--- src/rtl/cfgseq_pkg.sv ---
package cfgseq_pkg;

   typedef enum logic [2:0] {
      ST_INIT  = 3'd0,
      ST_CLEAR = 3'd1,
      ST_WAIT  = 3'd2,
      ST_LOAD  = 3'd3,
      ST_RUN   = 3'd4
   } seq_state_e;

   typedef struct packed {
      logic valid;
      logic master;
      logic byte_wide;
      logic addr_down;
   } mode_info_t;

   // code is {m2,m1,m0}
   function automatic mode_info_t decode_mode(input logic [2:0] code);
      mode_info_t r;
      r = '0;
      case (code)
         3'b000: begin r.valid = 1'b1; r.master = 1'b1; end
         3'b001: begin r.valid = 1'b1; r.master = 1'b1; r.byte_wide = 1'b1; end
         3'b011: begin r.valid = 1'b1; r.master = 1'b1; r.byte_wide = 1'b1; r.addr_down = 1'b1; end
         3'b101: begin r.valid = 1'b1; r.byte_wide = 1'b1; end
         3'b111: begin r.valid = 1'b1; end
         default: r = '0;
      endcase
      return r;
   endfunction

endpackage

--- src/rtl/cfgseq_sync.sv ---
module cfgseq_sync #(
   parameter int   STAGES  = 2,
   parameter logic RST_VAL = 1'b1
) (
   input  logic clk,
   input  logic arst_n,
   input  logic d,
   output logic q
);
   logic [STAGES-1:0] chain;

   initial begin
      assert (STAGES >= 1) else $error("cfgseq_sync: STAGES must be at least 1");
   end

   generate
      if (STAGES == 1) begin : g_single
         always_ff @(posedge clk or negedge arst_n) begin
            if (!arst_n) chain <= RST_VAL;
            else         chain <= d;
         end
      end else begin : g_chain
         always_ff @(posedge clk or negedge arst_n) begin
            if (!arst_n) chain <= {STAGES{RST_VAL}};
            else         chain <= {chain[STAGES-2:0], d};
         end
      end
   endgenerate

   assign q = chain[STAGES-1];
endmodule

--- src/rtl/cfgseq_tick.sv ---
module cfgseq_tick #(
   parameter int DIV = 4
) (
   input  logic clk,
   input  logic arst_n,
   output logic tick
);
   initial begin
      assert (DIV >= 1) else $error("cfgseq_tick: DIV must be at least 1");
   end

   generate
      if (DIV == 1) begin : g_every
         assign tick = 1'b1;
      end else begin : g_div
         localparam int DW = $clog2(DIV);
         localparam logic [DW-1:0] LAST = DW'(DIV - 1);
         logic [DW-1:0] cnt;

         always_ff @(posedge clk or negedge arst_n) begin
            if (!arst_n)          cnt <= '0;
            else if (cnt == LAST) cnt <= '0;
            else                  cnt <= cnt + 1'b1;
         end

         assign tick = (cnt == LAST);

         assert_tick_in_range_R2: assert property (@(posedge clk) disable iff (!arst_n)
            (cnt <= LAST));
         assert_tick_spacing_R2: assert property (@(posedge clk) disable iff (!arst_n)
            tick |=> !tick);
      end
   endgenerate
endmodule

--- src/rtl/cfgseq_tcnt.sv ---
module cfgseq_tcnt #(
   parameter int W = 4
) (
   input  logic         clk,
   input  logic         arst_n,
   input  logic         clr,
   input  logic         en,
   output logic [W-1:0] cnt
);
   initial begin
      assert (W >= 1) else $error("cfgseq_tcnt: W must be at least 1");
   end

   always_ff @(posedge clk or negedge arst_n) begin
      if (!arst_n)  cnt <= '0;
      else if (clr) cnt <= '0;
      else if (en)  cnt <= cnt + 1'b1;
   end
endmodule

--- src/rtl/cfg_boot_seq.sv ---
module cfg_boot_seq
   import cfgseq_pkg::*;
#(
   parameter int CNT_W        = 14,
   parameter int MASTER_SHIFT = 2,
   parameter int TICK_DIV     = 4,
   parameter int CLEAR_TICKS  = 4,
   parameter int ABORT_TICKS  = 3,
   parameter int SYNC_STAGES  = 2
) (
   input  logic       clk,
   input  logic       pwr_good,
   input  logic       ext_reset_n,
   input  logic [2:0] mode_pins,
   input  logic       load_done,
   input  logic       prog_n,
   output logic       init_n,
   output logic       hdc,
   output logic       ldc,
   output logic       clr_mem,
   output logic       load_en,
   output logic       io_enable,
   output logic       pullup_en,
   output logic [2:0] cfg_mode,
   output logic       mode_master,
   output logic       mode_byte,
   output logic       mode_down,
   output logic       mode_err
);
   localparam int IW = CNT_W + MASTER_SHIFT;
   localparam int CW = $clog2(CLEAR_TICKS + 1);
   localparam int AW = $clog2(ABORT_TICKS + 1);
   localparam logic [IW-1:0] SHORT_LAST = IW'((1 << CNT_W) - 1);
   localparam logic [CW-1:0] CLEAR_LAST = CW'(CLEAR_TICKS - 1);
   localparam logic [AW-1:0] ABORT_LAST = AW'(ABORT_TICKS - 1);

   initial begin
      assert (CNT_W >= 2)        else $error("cfg_boot_seq: CNT_W too small");
      assert (MASTER_SHIFT >= 0) else $error("cfg_boot_seq: MASTER_SHIFT negative");
      assert (CLEAR_TICKS >= 1)  else $error("cfg_boot_seq: CLEAR_TICKS must be positive");
      assert (ABORT_TICKS >= 1)  else $error("cfg_boot_seq: ABORT_TICKS must be positive");
      assert (SYNC_STAGES >= 2)  else $error("cfg_boot_seq: need two or more sync stages");
   end

   seq_state_e st, nx;
   logic       tick, rst_s, prog_s, prog_d, prog_fall;
   logic       started, master_q, err_q;
   logic [2:0] mode_q;
   logic [IW-1:0] init_cnt;
   logic [CW-1:0] clr_cnt;
   logic [AW-1:0] abt_cnt;
   logic       init_last, clr_last, abort_hit, mode_ok;
   mode_info_t info_live, info_q;

   // ---------------- timer and input conditioning ----------------
   cfgseq_tick #(.DIV(TICK_DIV)) u_tick (
      .clk(clk), .arst_n(pwr_good), .tick(tick));

   cfgseq_sync #(.STAGES(SYNC_STAGES), .RST_VAL(1'b1)) u_rst_sync (
      .clk(clk), .arst_n(pwr_good), .d(ext_reset_n), .q(rst_s));

   cfgseq_sync #(.STAGES(SYNC_STAGES), .RST_VAL(1'b1)) u_prog_sync (
      .clk(clk), .arst_n(pwr_good), .d(prog_n), .q(prog_s));

   always_ff @(posedge clk or negedge pwr_good) begin
      if (!pwr_good) prog_d <= 1'b1;
      else           prog_d <= prog_s;
   end
   assign prog_fall = prog_d & ~prog_s;

   assign info_live = decode_mode(mode_pins);
   assign info_q    = decode_mode(mode_q);
   assign mode_ok   = info_live.valid;

   // ---------------- phase counters ----------------
   cfgseq_tcnt #(.W(IW)) u_init_cnt (
      .clk(clk), .arst_n(pwr_good), .clr(st != ST_INIT), .en(tick), .cnt(init_cnt));

   cfgseq_tcnt #(.W(CW)) u_clr_cnt (
      .clk(clk), .arst_n(pwr_good), .clr(st != ST_CLEAR), .en(tick), .cnt(clr_cnt));

   cfgseq_tcnt #(.W(AW)) u_abt_cnt (
      .clk(clk), .arst_n(pwr_good), .clr((st != ST_LOAD) || rst_s), .en(tick), .cnt(abt_cnt));

   generate
      if (MASTER_SHIFT == 0) begin : g_no_ext
         assign init_last = tick && (init_cnt == SHORT_LAST);
      end else begin : g_ext
         assign init_last = tick && (master_q ? (&init_cnt) : (&init_cnt[CNT_W-1:0]));
      end
   endgenerate

   assign clr_last  = tick && (clr_cnt == CLEAR_LAST);
   assign abort_hit = tick && !rst_s && (abt_cnt == ABORT_LAST);

   // ---------------- sequencer ----------------
   always_comb begin
      nx = st;
      case (st)
         ST_INIT:  if (init_last) nx = ST_CLEAR;
         ST_CLEAR: if (clr_last)  nx = ST_WAIT;
         ST_WAIT:  if (rst_s && mode_ok) nx = ST_LOAD;
         ST_LOAD: begin
            if (abort_hit)      nx = ST_CLEAR;
            else if (load_done) nx = ST_RUN;
         end
         ST_RUN:   if (prog_fall) nx = ST_CLEAR;
         default:  nx = ST_INIT;
      endcase
   end

   always_ff @(posedge clk or negedge pwr_good) begin
      if (!pwr_good) begin
         st       <= ST_INIT;
         started  <= 1'b0;
         master_q <= 1'b0;
         mode_q   <= 3'b000;
         err_q    <= 1'b0;
      end else begin
         st      <= nx;
         started <= 1'b1;
         if (!started) master_q <= info_live.master;
         if (st == ST_WAIT && nx == ST_LOAD) mode_q <= mode_pins;
         err_q <= (st == ST_WAIT) && (rst_s ? !mode_ok : err_q);
      end
   end

   // ---------------- outputs ----------------
   assign init_n      = !((st == ST_INIT) || (st == ST_CLEAR));
   assign clr_mem     = (st == ST_CLEAR);
   assign load_en     = (st == ST_LOAD);
   assign io_enable   = (st == ST_RUN);
   assign pullup_en   = (st != ST_RUN);
   assign hdc         = (st != ST_RUN);
   assign ldc         = (st == ST_RUN);
   assign cfg_mode    = mode_q;
   assign mode_master = info_q.master;
   assign mode_byte   = info_q.byte_wide;
   assign mode_down   = info_q.addr_down;
   assign mode_err    = err_q;

   // ---------------- assertions ----------------
   assert_short_init_bound_R3: assert property (@(posedge clk) disable iff (!pwr_good)
      (st == ST_INIT && !master_q) |-> (init_cnt <= SHORT_LAST));

   assert_clear_exits_to_wait_R4: assert property (@(posedge clk) disable iff (!pwr_good)
      (st == ST_CLEAR) |=> (st == ST_CLEAR || st == ST_WAIT));

   assert_load_needs_reset_high_R5: assert property (@(posedge clk) disable iff (!pwr_good)
      $rose(load_en) |-> ($past(rst_s) && $past(mode_ok)));

   assert_latched_code_valid_R6: assert property (@(posedge clk) disable iff (!pwr_good)
      load_en |-> info_q.valid);

   assert_err_only_waiting_R7: assert property (@(posedge clk) disable iff (!pwr_good)
      mode_err |-> (st == ST_WAIT));

   assert_abort_count_bound_R8: assert property (@(posedge clk) disable iff (!pwr_good)
      (st == ST_LOAD) |-> (abt_cnt <= ABORT_LAST));

   assert_run_after_done_R9: assert property (@(posedge clk) disable iff (!pwr_good)
      $rose(io_enable) |-> $past(load_done));

   assert_run_exit_clears_R10: assert property (@(posedge clk) disable iff (!pwr_good)
      $fell(io_enable) |-> clr_mem);

   assert_status_pair_R11: assert property (@(posedge clk) disable iff (!pwr_good)
      io_enable |-> (!hdc && ldc && init_n && !pullup_en));
endmodule

--- config.mk ---
export PLATFORM = sky130hd
export DESIGN_NAME = cfg_boot_seq
export DESIGN_NICKNAME = d
export VERILOG_FILES = /design/src/rtl/cfgseq_pkg.sv /design/src/rtl/cfgseq_sync.sv /design/src/rtl/cfgseq_tick.sv /design/src/rtl/cfgseq_tcnt.sv /design/src/rtl/cfg_boot_seq.sv
export SDC_FILE = /design/constraint.sdc
export NUM_CORES = 1
export LEC_CHECK = 0
export BUFFER_PORTS_ARGS = -buffer_cell sky130_fd_sc_hd__buf_2
export CORE_AREA = 2 2 57 59
export DETAILED_ROUTE_END_ITERATION = 8
export DIE_AREA = 0 0 59 61
export PLACE_DENSITY_LB_ADDON = 0.05
export SYNTH_ARGS = -nofsm -noshare
export SYNTH_HDL_FRONTEND = slang
export SYNTH_SLANG_ARGS = --single-unit
export TNS_END_PERCENT = 1
--- constraint.sdc ---
create_clock -name clk -period 4.35 [get_ports clk]
set_clock_uncertainty 0.05 [all_clocks]
set_input_delay 0.435 -clock clk [delete_from_list [all_inputs] [get_ports clk]]
set_output_delay 0.435 -clock clk [all_outputs]
set_load 0.01 [all_outputs]
### After elaboration in Yosys (flattened, before gate mapping)

Cells that the tools add are included.

* logic and storage cells: 82
* input port bits: 8
* memories kept: 0
* ROM bits: 0
* register bits: 37
* bits in latches: 0
* memory bits (writable): 0
* output and inout port bits: 14

* muxes and demuxes: 21
* add/sub/neg operators: 4
* equality and inequality tests: 18
* reduce and logical (&&, ||, !) cells: 25
* order comparisons: 0
* div/mod/pow operators: 0
* shifts and indexed selects: 0
* multiply operators: 0
* bitwise logic cells: 2

Operators by type and width (count)
* two-way mux 16 bit: 2
* two-way mux 3 bit: 8
* == test 3 x 2 -> 1 bit, second input constant: 6
* adder 16 x 1 -> 16 bit, second input constant: 1
* AND reduction 16 bit: 1
* case mux 3 bit (5 select lines): 1
* AND reduction 14 bit: 1
* == test 3 bit, second input constant: 4
* == test 3 x 1 -> 1 bit, second input constant: 3
* zero test 3 bit: 3
* OR reduction 3 bit: 3
* logical AND 1 bit: 7
* two-way mux 1 bit: 7
* two-way mux 2 bit: 3
* nonzero test 2 bit: 3
* OR reduction 5 bit: 1
* adder 2 x 1 -> 2 bit, second input constant: 2
* == test 2 bit, second input constant: 2
* adder 3 x 1 -> 3 bit, second input constant: 1
* zero test 1 bit: 3
* inequality test 3 x 1 -> 1 bit, second input constant: 1
* inequality test 3 x 2 -> 1 bit, second input constant: 1
* inequality test 3 bit, second input constant: 1
* nonzero test 3 bit: 1
* other kinds (3): 4

### Logic depth before layout (Yosys ltp)

* depth after elaboration: 8
* mapped depth: 6
* depth with buffers taken out: 6

### Hierarchy

From an unflattened synthesis, not the netlist that was laid out.

* cell total of the unflattened synthesis: 172
* area, all modules: 1906.8 µm²

Modules (own cells, without submodules)
* cfgseq_tcnt (u_init_cnt): instances 1, sequential area each 400.4 µm², cells each 82, area an instance 872.1 µm²
* cfg_boot_seq: instances 1, sequential area each 251.5 µm², cells each 64, area an instance 638.1 µm²
* cfgseq_tcnt (u_clr_cnt): instances 1, sequential area each 75.1 µm², cells each 11, area an instance 136.4 µm²
* cfgseq_sync: instances 2, sequential area each 52.6 µm², cells each 2, area an instance 52.6 µm²
* cfgseq_tcnt (u_abt_cnt): instances 1, sequential area each 50.0 µm², cells each 7, area an instance 88.8 µm²
* cfgseq_tick: instances 1, sequential area each 50.0 µm², cells each 4, area an instance 66.3 µm²

### Least setup slack after synthesis

OpenSTA, ideal clock, no wires.

* path type: register to register
* start: reg u_tick.g_div.cnt[0]
* end: reg st[0]
* path buffers: 0
* clock period less this slack: 1.488 ns
* arrival time: 1.294 ns
* data required time: 4.156 ns
* setup time: 0.144 ns
* slack: 2.862 ns
* cell stages (with the launch flop): 6
* cell sequence: dfrtp_1 > ha_1 > and3b_1 > nand2b_1 > a222oi_1 > nand3_1

* cells in the longest elaborated chain, start to end: 5
* elaborated cells between the ends (all ways): 9
* classes of those cells: eq/ne (1); mux (4); reduce/logical (4)

RTL lines
* start, declared: RTL line cfgseq_tick.sv:18 `logic [DW-1:0] cnt;`
* start signal, assigned: RTL line cfgseq_tick.sv:23 `else cnt <= cnt + 1'b1;`
* == test 2 bit *: RTL line cfgseq_tick.sv:26 `assign tick = (cnt == LAST);`
* logical AND 1 bit (2 in a row): RTL line cfg_boot_seq.sv:94 `assign abort_hit = tick && !rst_s && (abt_cnt == ABORT_LAST);`
* two-way mux 3 bit: RTL line cfg_boot_seq.sv:104 `if (abort_hit) nx = ST_CLEAR;`
* case mux 3 bit (5 select lines) *: RTL line cfg_boot_seq.sv:99 `case (st)`
* named net nx[0]: RTL line cfg_boot_seq.sv:45 `seq_state_e st, nx;`
* end signal, assigned: RTL line cfg_boot_seq.sv:120 `st <= nx;`
* end, declared: RTL line cfg_boot_seq.sv:45

The timed path passes the listed nets; every way through them passes the cells marked *.
A chain may end at the register's enable or synchronous reset.

### Worst setup path after layout

* start: reg u_tick.g_div.cnt[0]
* end: reg u_init_cnt.cnt[14]

* cells in the longest elaborated chain, start to end: 2

RTL lines
* == test 2 bit: RTL line cfgseq_tick.sv:26
* nonzero test 2 bit (no line)
* end signal, assigned: RTL line cfgseq_tcnt.sv:17 `else if (en) cnt <= cnt + 1'b1;`
* end, declared: RTL line cfgseq_tcnt.sv:8 `output logic [W-1:0] cnt`

No other way between the ends.

==> reports/results.txt <==
Yosys top cell area share: 46.14%
Final setup vio count: 0
Avg Cell Area, Syn: 10.78 µm²
Worst-Margin Slew: 0.7839 ns
Worst path slowest cell: ha_1
Overflow after GRT: 0
Post-CTS Resized: 0
IO Pins: 22
Post-DP HPWL: 2170 µm
Tightest Hold Check Type: in2async
First-pass GRT wire length: 5037 µm
Comb power frac: 2.6%
Initial antenna violation count: 0
Power per Cell Area: 281.1 nW/µm²
Switching Fraction: 22.16%
Vias in the first global route: 1088
Worst Path Max Fanout: 15
Mapped Nets: 174
Busiest grt layer: met2
Starting Density: 58.77%
Count of state elements after synthesis: 37
Final period utilization: 47.18%
Max Clock Freq: 487.3 MHz
DRC viols: 0
Max incr delay on CP: 0.54 ns
Internal reg-to-reg setup slack: 2.30 ns
Worst Path Buf+Inv: 0
Critical path startpoint: u_tick.g_div.cnt[0]$_DFF_PN0_
Relative slew slack: 47.74%
Leading area contributor after synthesis: dfrtp_1
Row count: 20
Seq pwr share: 65.6%
CP Cell Sequence: ha_1 -> nand3_1 -> nor4_4 -> xnor2_1 -> nor2_1
Worst VDD drop: 0.1973 mV
Leak Pwr: 0.9245 nW
CTS Buf Count: 5
Sequential share of the synthesized area: 53.71%
Yosys cell types: 34
Chip height: 61 µm
Worst Reg-to-Reg Cells: 5
Cell Int Power: 0.0004167 W
Core Util, Final: 64.49%
Final hold viol count: 0
Met3 usage: 6.397%
Met1 Usage GRT: 25.24%
GPL Wtd Cong: 0.8109
CTS tree: built
CTS max path bufs: 2
Worst reg2reg endpoint: u_init_cnt.cnt[14]$_DFFE_PN0P_
Post-CTS Hold Fix Bufs: 0
Met2 usage: 30.16%
P_sw: 0.0001186 W
Startpoint types: flop
Nets: 197
CTS Sinks: 37
Root buffer cell: clkbuf_4
Reg clk slew, reported paths: 0.11 ns
Max Cap Viol: 0
First-pass DRT Iterations: 4
Core Area: 2953 µm²
Post-route minimum period: 2.052 ns
Clock network fraction of total power: 31.8%
Most common cell after layout, fill and taps aside: dfrtp_1
Final ANT Viol Nets: 0
Setup TNS: 0 ns
Slew Limit Fails: 0
Clk_lat worst skew: 0.33 ns
Post-Syn Area: 1735 µm²
Top delay family on crit path: simple AND/OR/NAND/NOR gates
Data required, critical path: 4.52 ns
Vias/cell: 5.555
Total Wirelength: 2995 µm
RR Startpoint: u_tick.g_div.cnt[0]$_DFF_PN0_
Top post-synthesis cells by area: dfrtp_1, dfstp_2, xnor2_1, nor2_1, ha_1
H-tree depth: 2
DIE AREA: 3599 µm²
Most frequent cells in the layout: dfrtp_1, nor2_1, buf_2, nand2_1, xnor2_1
Critical path arrival: 2.22 ns
Yosys warns: 0
RSZ-0062 raised after global routing: no
Number of port buffers: 21
Ant. Diodes: 0
Mapped Cells: 161
Status: completed
Largest net degree at the start of global routing: 38
Total number of vias: 1211
DR iter-0 viols: 55
Layout cell share with drive strength beyond 1: 22.70%
Setup Crit Path Kind: reg2reg
Die width: 59 µm
Area Growth Syn to Fin: 9.733%
Wire length per cell: 13.74 µm
Post-CTS setup buffers: 0
Crit. End Element: flop
Gr usage total: 19.41%
-- power by group through the flow --
stage	Sequential (W)	Clock, W	Combinational [W]
5_1_grt	0.000352	0.000196	0.0000164
4_1_cts	0.000351	0.000177	0.0000143
3_5_place_dp	0.000358	0	0.0000143
3_3_place_gp	0.000358	0	0.0000141
6_report	0.000351	0.000170	0.0000137
2_1_floorplan	0.000357	0	0.00000346
-- through the flow --
stage               total power [W]  worst slack, ns  hold WS (ns)  std cells  cell area, µm²
floorplan                 0.0003609            2.862       0.08941        161            1735
finish                    0.0005353            2.298        0.1202        218            1904
global route              0.0005641            2.086       0.09702        218            1904
detailed placement        0.0003724            2.280        0.2981        210            1854
CTS                       0.0005431            2.255        0.1172        218            1904
global placement          0.0003720            2.362        0.2965        210            1854
-- logic make-up (layout without fill, tap and decap cells) --
family / count (synthesis) / count (layout) / synth area share (%)
AO/OA/AOI/OAI: 16 / 16 / 5.408
XOR/XNOR: 14 / 14 / 7.066
adder cells (fa/ha/maj): 5 / 5 / 3.605
buffers and inverters: 15 / 39 / 3.749
flip-flops: 37 / 37 / 53.71
multiplexers: 7 / 7 / 4.254
other: 1 / 1 / 0.2161
AND/OR/NAND/NOR: 66 / 66 / 21.99
-- Yosys cell counts (all sizes together) --
cell	n
xnor2	11
or3	4
nor3b	2
o211ai	1
and3b	1
nand3	5
dfrtp	32
a21oi	7
xor2	3
o31ai	1
nand4	5
clkbuf	2
inv	10
buf	3
nand3b	1
o22ai	1
ha	5
dfstp	5
nor4	4
nand2b	1
conb	1
o21ai	4
mux2	3
nor2	23
mux2i	4
nor2b	3
nor3	6
a211oi	1
nand2	11
a222oi	1
-- flip-flops by register name (all words and copies together), names as in the netlist --
register	flops
cfg_mode	3
master_q	1
mode_err	1
prog_d	1
st	3
started	1
u_abt_cnt.cnt	2
u_clr_cnt.cnt	3
u_init_cnt.cnt	16
u_prog_sync.chain	2
u_rst_sync.chain	2
u_tick.g_div.cnt	2
-- metal layers --
metal / part of all wire, % / up-vias / wire length (µm)
met5: 0 / - / 0
met4: 1.6 / 0 / 49
met1: 45 / 587 / 1351
met3: 4.1 / 6 / 123
met2: 49 / 22 / 1471
li1: - / 596 / -
-- worst max path at each step --
stage	endpoint	slack [ns]	cells after the start
after floorplan	st[0]$_DFF_PN0_	2.86	5
after global placement	u_init_cnt.cnt[14]$_DFFE_PN0P_	2.36	5
after detailed placement	u_init_cnt.cnt[14]$_DFFE_PN0P_	2.28	5
after CTS	u_init_cnt.cnt[14]$_DFFE_PN0P_	2.26	5
after global routing	u_init_cnt.cnt[14]$_DFFE_PN0P_	2.09	5
final	u_init_cnt.cnt[14]$_DFFE_PN0P_	2.30	5
-- final cells by class --
cell class,count,area [µm²]
inverters,10,37.54
repair buffers,21,105.1
clock inverters,1,5.005
flip-flops and latches,37,932.1
fillers,245,1049
well taps,33,41.29
clock buffers,7,45.04
multi-input cells,109,738.2
Power figures use the tool's default switching activity.
